$ cat src/rtl/chain_arb_pkg.sv
// Package: shared types for the chain arbitration agents.
// Assumes nothing beyond a two-state ownership model per agent.
package chain_arb_pkg;
    typedef enum logic [0:0] {
        AG_IDLE  = 1'b0,
        AG_OWNER = 1'b1
    } agent_state_t;
endpackage

$ cat src/rtl/or_reduce.sv
// Module: or_reduce
// Models one wired-OR bus line as an OR reduction over its drivers.
// Assumes every driver is active high.
module or_reduce #(
    parameter int WIDTH = 4
) (
    input  logic [WIDTH-1:0] drv_i,
    output logic             line_o
);
    // Reduce all drivers onto the shared line.
    always_comb begin
        line_o = |drv_i;
    end
endmodule

$ cat src/rtl/chain_agent.sv
// Module: chain_agent
// One arbitration agent. It takes the bus when it requests while the bus is
// idle and the priority token reaches it, holds busy until done, and cuts
// the token to the agents after it while it requests or owns the bus.
// Assumes bus_busy_i is the OR of all agents' busy_o and is fed back combinationally.
module chain_agent
    import chain_arb_pkg::*;
(
    input  logic clk,
    input  logic rst_n,
    input  logic req_i,
    input  logic done_i,
    input  logic tok_in_i,
    input  logic bus_busy_i,
    output logic tok_out_o,
    output logic grant_o,
    output logic busy_o
);
    agent_state_t state_q;
    logic         contend;
    logic         win;

    // The agent contends when idle, requesting and the bus is free.
    always_comb begin
        contend = (state_q == AG_IDLE) && req_i && !bus_busy_i;
        win     = contend && tok_in_i;
    end

    // Token passes only through agents that neither contend nor own.
    always_comb begin
        tok_out_o = tok_in_i && !contend && (state_q == AG_IDLE);
    end

    // Ownership state: taken on a win, given up on done.
    always_ff @(posedge clk) begin
        if (!rst_n) begin
            state_q <= AG_IDLE;
        end else if (state_q == AG_IDLE) begin
            if (win) state_q <= AG_OWNER;
        end else if (done_i) begin
            state_q <= AG_IDLE;
        end
    end

    // Grant and busy both follow ownership.
    always_comb begin
        grant_o = (state_q == AG_OWNER);
        busy_o  = (state_q == AG_OWNER);
    end

    // a winning agent holds the grant after the edge.
    a_r3_win_grants: assert property (@(posedge clk) disable iff (!rst_n)
        (req_i && tok_in_i && !bus_busy_i && !grant_o) |=> grant_o);
    // the owner's done releases the grant at the next edge.
    a_r7_done_releases: assert property (@(posedge clk) disable iff (!rst_n)
        (grant_o && done_i) |=> !grant_o);
    // without done the owner keeps the bus.
    a_r9_owner_holds: assert property (@(posedge clk) disable iff (!rst_n)
        (grant_o && !done_i) |=> grant_o);
endmodule

$ cat src/rtl/chain_arb_bus.sv
// Module: chain_arb_bus
// Model level: N_DEV agents in a priority chain, with the request and busy
// lines built as OR reductions. Index 0 is the head, its token input tied high.
// Assumes each device lowers its request when it raises done.
module chain_arb_bus #(
    parameter int N_DEV = 4
) (
    input  logic             clk,
    input  logic             rst_n,
    input  logic [N_DEV-1:0] dev_req_i,
    input  logic [N_DEV-1:0] dev_done_i,
    output logic [N_DEV-1:0] grant_o,
    output logic             bus_busy_o,
    output logic             bus_req_o
);
    localparam int N_LINK = N_DEV + 1;

    logic [N_LINK-1:0] tok;
    logic [N_DEV-1:0]  busy_drv;

    // The chain head always holds the token.
    always_comb begin
        tok[0] = 1'b1;
    end

    // Shared request line.
    or_reduce #(.WIDTH(N_DEV)) u_req_line (
        .drv_i  (dev_req_i),
        .line_o (bus_req_o)
    );

    // Shared busy line.
    or_reduce #(.WIDTH(N_DEV)) u_busy_line (
        .drv_i  (busy_drv),
        .line_o (bus_busy_o)
    );

    // One agent per device, token threaded from each to the next.
    for (genvar g = 0; g < N_DEV; g++) begin : g_agent
        chain_agent u_agent (
            .clk        (clk),
            .rst_n      (rst_n),
            .req_i      (dev_req_i[g]),
            .done_i     (dev_done_i[g]),
            .tok_in_i   (tok[g]),
            .bus_busy_i (bus_busy_o),
            .tok_out_o  (tok[g+1]),
            .grant_o    (grant_o[g]),
            .busy_o     (busy_drv[g])
        );
    end

    // never more than one owner.
    a_r4_single_owner: assert property (@(posedge clk) disable iff (!rst_n)
        $onehot0(grant_o));
    // the busy line matches the presence of a grant.
    a_r5_busy_matches: assert property (@(posedge clk) disable iff (!rst_n)
        bus_busy_o == (grant_o != '0));
    // while busy, grants move only on the owner's done.
    a_r6_grant_frozen: assert property (@(posedge clk) disable iff (!rst_n)
        (bus_busy_o && ((grant_o & dev_done_i) == '0)) |=> $stable(grant_o));
endmodule

$ cat config.mk
export PLATFORM = sky130hd
export DESIGN_NAME = chain_arb_bus
export DESIGN_NICKNAME = d
export VERILOG_FILES = /design/src/rtl/chain_arb_pkg.sv /design/src/rtl/or_reduce.sv /design/src/rtl/chain_agent.sv /design/src/rtl/chain_arb_bus.sv
export SDC_FILE = /design/constraint.sdc
export NUM_CORES = 1
export LEC_CHECK = 0
export CAP_MARGIN = 30
export CORE_AREA = 3 3 40 42
export CTS_CLUSTER_DIAMETER = 60
export DETAILED_ROUTE_END_ITERATION = 7
export DIE_AREA = 0 0 43 45
export MAX_ROUTING_LAYER = met4
export PLACE_DENSITY = 0.48
export SYNTH_ARGS = -nofsm -noshare
export SYNTH_HDL_FRONTEND = slang
export SYNTH_SLANG_ARGS = --single-unit
export TNS_END_PERCENT = 20
$ cat constraint.sdc
create_clock -name clk -period 1.7 [get_ports clk]
set_clock_uncertainty 0.1 [all_clocks]
set_input_delay 0.34 -clock clk [delete_from_list [all_inputs] [get_ports clk]]
set_output_delay 0.34 -clock clk [all_outputs]
set_load 0.03 [all_outputs]
* Word level (Yosys, flattened, before mapping)
Cells that the tools add are included.
Word-level totals: logic and storage cells 42, flip-flop bits (word level) 4, output and inout bits 6, input bits 10
Cells by class: bitwise logic cells 4, reductions and logical operators 22, mux-type cells 12
Operators with widths (number):
- logical AND 1 bit | 16
- two-way mux 1 bit | 12
- OR reduction 4 bit | 2
- logical NOT 1 bit | 4
- inverter 1 bit | 4

* Longest topological paths before layout
word-level depth 12, gate-level depth with buffers 3, depth with buffers taken out 3

* Cells and area by module
A second synthesis with hierarchy kept.
Second synthesis, totals: cell total of the unflattened synthesis 31, area, all modules 279.0 um^2
Modules (own cells, without submodules):
- chain_agent | area an instance 65.1 um^2, cells each 7, sequential area each 20.0 um^2, instances 4
- or_reduce | area an instance 7.5 um^2, cells each 1, sequential area each 0.0 um^2, instances 2
- chain_arb_bus | area an instance 3.8 um^2, cells each 1, sequential area each 0.0 um^2, instances 1

* Worst setup path before layout
OpenSTA, ideal clock, no wires.
kind register to output, start point register g_agent[1].u_agent.state_q, end point output bus_busy_o, slack 0.393 ns, arrival 0.867 ns, cell stages (with the launch flop) 3, buffers on the path 0, cells stage by stage dfxtp_1 nor4_4 inv_1
On the way: longest elaborated chain between the ends 1
Ends and longest elaborated chain:
- start, declared | RTL line chain_agent.sv:19 | agent_state_t state_q;
- start signal, assigned | RTL line chain_agent.sv:37 | state_q <= AG_IDLE;
- start signal, assigned | RTL line chain_agent.sv:39 | if (win) state_q <= AG_OWNER;
- start signal, assigned | RTL line chain_agent.sv:41 | state_q <= AG_IDLE;
- OR reduction 4 bit | RTL line or_reduce.sv:12 | line_o = |drv_i;
- end, declared | RTL line chain_arb_bus.sv:13 | output logic bus_busy_o,
No other way between the ends.

* Worst setup path after layout
Ends and elaborated chain as after synthesis.

==> flow_results.org <==
** Global routing
- Via count of the first global-routing pass :: between 200 and 250
- Wire length of the first global-routing pass :: 917 microns
- Initial antenna violation count :: 0
- Pin count of the biggest net entering global routing :: 5
- For this run, the total global-route usage over all layers was measured as 0.07118.
- Global route overflow :: 0

** Logic synthesis
- Synth Register Bits :: 4
- After synthesis the cells add up to 227.7 sq um.
- Instance count of the mapped netlist :: 25
- Of the total synthesized cell area, the portion taken by AND, OR, NAND and NOR gates is 0.3352.
- Counting every net in the synthesized netlist gives 35.
- Largest family of logic cells by synthesized area :: simple AND/OR/NAND/NOR gates
- The compound-gate portion of the synthesized area came to 0.1319.
- Adder-cell area share of the yosys netlist :: 0
- Mux share of post-synthesis cell area :: 0
- Number of distinct standard cells referenced by the synthesized netlist :: 13
- Ys Warns :: 0
- In this run the mean area of a mapped cell was between 9 and 10 sq um.
- Parity-gate share of the synthesized area counting xor and xnor cells :: 0
- Sequential share of the synthesized area :: 0.3516

** Drt
- Total vias in the final route :: 235
- For this run, design rule violations remaining after detail routing come to 0.
- Average wire per standard cell :: slightly below 10 microns
- Pre-antenna DRT Iters :: 2
- The count of nets left with antenna violations once routing finished came out at 0.
- Using the TritonRoute via totals, the vias-per-cell ratio works out to 3.983.
- Overall routed net length :: around 570 microns
- Number of DRC markers in iteration 0 :: 2

** Critical path
- Crit-path max cell delay :: ~330 ps
- WP buf/inv :: 2
- Cell type of the slowest stage on the worst timing path :: sky130_fd_sc_hd__dfxtp_1
- The worst setup path is launched from a flop.
- Capturing element type of the critical path :: primary output
- Crit-path cells :: nor4_4 -> inv_1 -> clkdlybuf4s15_2
- Critical path peak fanout :: 2
- Data required time of the critical path :: 1260 ps
- At the worst endpoint, the arrival time is 1200 ps.
- On the critical path the largest part of the delay comes from buffers and inverters.
- Category of the most critical setup path :: reg -> out

** STA
- In the finished design, the share of the clock period the worst path needs comes to 0.9660.
- Final Hold Vio Count :: 0
- For the pin with the worst max-slew slack, the measured transition is 301.9 ps.
- Highest Clock Rate :: between 600 and 700 MHz
- Setup repair after global routing could not meet its margin everywhere.
- Final Max Slew Viols :: 0
- Setup Viol. Count Final :: 0
- Headroom to the max-slew limit came out at 0.7995.
- The smallest clock period supported by the final layout is computed as between 1500 and 2000 ps.

** CTS
- CTS built an H-tree with a depth of 1.
- After clock tree synthesis, the clock-pin slew on the worst setup and hold paths is ~40 ps.
- Number of buffers added to fix hold violations after cts :: 0
- Clock root cell :: sky130_fd_sc_hd__clkbuf_4
- Total clock buffers created by CTS :: 3
- Post-CTS setup repair buffer count :: 0
- Buffer depth of the longest clock path :: 2
- The tree built by TritonCTS fans out to 4 sinks.
- TritonCTS built the clock tree.
- Clk Latency, worst-skew pair :: 230 ps

** Cells and area
- Number of flip-flops in the largest register :: 4
- From synthesis to final layout, the design area changed by 89.01%.
- After the flow finishes, the layout carries non-filler instances totaling 59.
- Of the cells placed in the final design, the portion with a size suffix greater than 1 is 0.2727.
- Once layout is done, the placed cells without fillers occupy 430.4 sq um.
- At the end of the flow the core is filled with cells to 0.3350.
- Number of diodes :: 0
- The net count of the finished layout is 56.

** Place
- Once detailed placement completed, the half-perimeter wirelength came to ~470 microns.
- Placement Cell Area :: between 400 and 500 sq um
- Including well taps, the total number of placed cells is 56.
- Number of buffers inserted by port buffering :: 15
- Final estimated routing congestion in global placement :: 0.7497

** Min path
- The tightest min-delay check is of the in -> reg type.

** Floorplanning
- The die is 45 microns tall.
- The die is 43 microns wide.
- For this configuration, the core starts out at a cell density of 0.1772.
- Top-level port count :: 16
- The floorplan has 13 rows.
- The die covers 0.001935 sq mm.
- The core region is 0.001285 sq mm.

** Outcome
- Status :: complete, no violations

** Power
- For this design the static power due to leakage is 0.0002099 uW.
- Maximum ir drop on the vdd rail :: approximately 0.00024 V
- Dividing total power by cell area gives a power density of 743.2 mW/mm^2.

** Flow run
- Maxcap violations :: 0
-- power by group --
group / switching [uW] / internal (uW) / total [uW]
Sequential: 5.28 / 99.5 / 105
Clock: 39.0 / 79.0 / 118
Combinational: 42.8 / 54.2 / 97.1
Total: 87.1 / 233 / 320
-- what timing repair did --
item	in CTS	in global routing
gates resized for setup	11	6
setup endpoints to repair	6	2
pin swaps	0	1
endpoints found under the hold margin	0	0
-- cell type report --
cell class                      instances  area, sq um
Clock buffer                            3        22.52
Sequential cell                         4        80.08
Tap cell                               15        18.77
Timing Repair Buffer                   20        186.4
Inverter                                3        11.26
Multi-Input combinational cell         14        111.4
Fill cell                             138        854.6
-- cells by family (layout without fill, tap and decap cells) --
kind of cell | count (synthesis) | after routing
buffers and inverters | 7 | 26
DFF | 4 | 4
and+or+nand+nor | 10 | 10
AOI/OAI and AO/OA | 4 | 4
-- per-layer routing --
layer	global-route usage	part of all wire	vias to the layer above	routed length (microns)
met5	-	0	-	0
met4	0.05422	0	0	0
met3	0.03984	0.15	0	83
met2	0.1018	0.44	13	253
met1	0.07229	0.41	103	234
li1	-	-	119	-
-- tightest hold or removal path, stage by stage --
cell                             delay, ps
sky130_fd_sc_hd__dlymetal6s2s_1        120
sky130_fd_sc_hd__a32oi_1               100
sky130_fd_sc_hd__nor2b_1                90
-- cells in the mapped netlist --
cell / n / area share
sky130_fd_sc_hd__a21boi_1: 1 / 0.033
sky130_fd_sc_hd__a21oi_1: 1 / 0.022
sky130_fd_sc_hd__a32oi_1: 2 / 0.077
sky130_fd_sc_hd__buf_4: 4 / 0.13
sky130_fd_sc_hd__dfxtp_1: 4 / 0.35
sky130_fd_sc_hd__inv_1: 3 / 0.049
sky130_fd_sc_hd__nand2b_1: 1 / 0.027
sky130_fd_sc_hd__nand3b_1: 1 / 0.033
sky130_fd_sc_hd__nor2_1: 1 / 0.016
sky130_fd_sc_hd__nor2b_1: 4 / 0.11
sky130_fd_sc_hd__nor3_1: 1 / 0.022
sky130_fd_sc_hd__nor4_4: 1 / 0.093
sky130_fd_sc_hd__or2b_1: 1 / 0.033
-- placed cells by master (no fill, tap or decap), types with 2 or more instances in the layout --
| cell | netlist | final |
|---|---|---|
| sky130_fd_sc_hd__a32oi_1 | 2 | 2 |
| sky130_fd_sc_hd__buf_4 | 4 | 6 |
| sky130_fd_sc_hd__clkbuf_4 | 0 | 3 |
| sky130_fd_sc_hd__clkdlybuf4s50_1 | 0 | 7 |
| sky130_fd_sc_hd__dfxtp_1 | 4 | 4 |
| sky130_fd_sc_hd__dlygate4sd2_1 | 0 | 4 |
| sky130_fd_sc_hd__dlymetal6s2s_1 | 0 | 2 |
| sky130_fd_sc_hd__inv_1 | 3 | 3 |
| sky130_fd_sc_hd__nor2b_1 | 4 | 4 |
-- metrics by stage --
stage / TNS, ps / setup slack, ps / total power (uW) / hold WS (ps)
2_1_floorplan: 0 / 392.8 / 156.3 / 368.2
3_3_place_gp: -448.5 / -448.5 / 207.9 / 487.6
3_5_place_dp: -484.9 / -458.1 / 209.4 / 492.3
4_1_cts: -102.1 / -102.1 / 331.1 / 493.3
5_1_grt: -34.20 / -34.20 / 342.5 / 404.9
6_report: 0 / 57.88 / 319.9 / 362.5
-- final timing paths --
kind / slack (ps) / from / endpoint / depth (start not counted)
max: 60 / g_agent[1].u_agent.busy_o / bus_busy_o / 3
min: 360 / dev_req_i[2] / g_agent[2].u_agent.busy_o / 3
max reg2reg: 520 / g_agent[1].u_agent.busy_o / g_agent[1].u_agent.busy_o / 4
min reg2reg: 480 / g_agent[2].u_agent.busy_o / g_agent[2].u_agent.busy_o / 2
(Power assumes the default switching activity.)
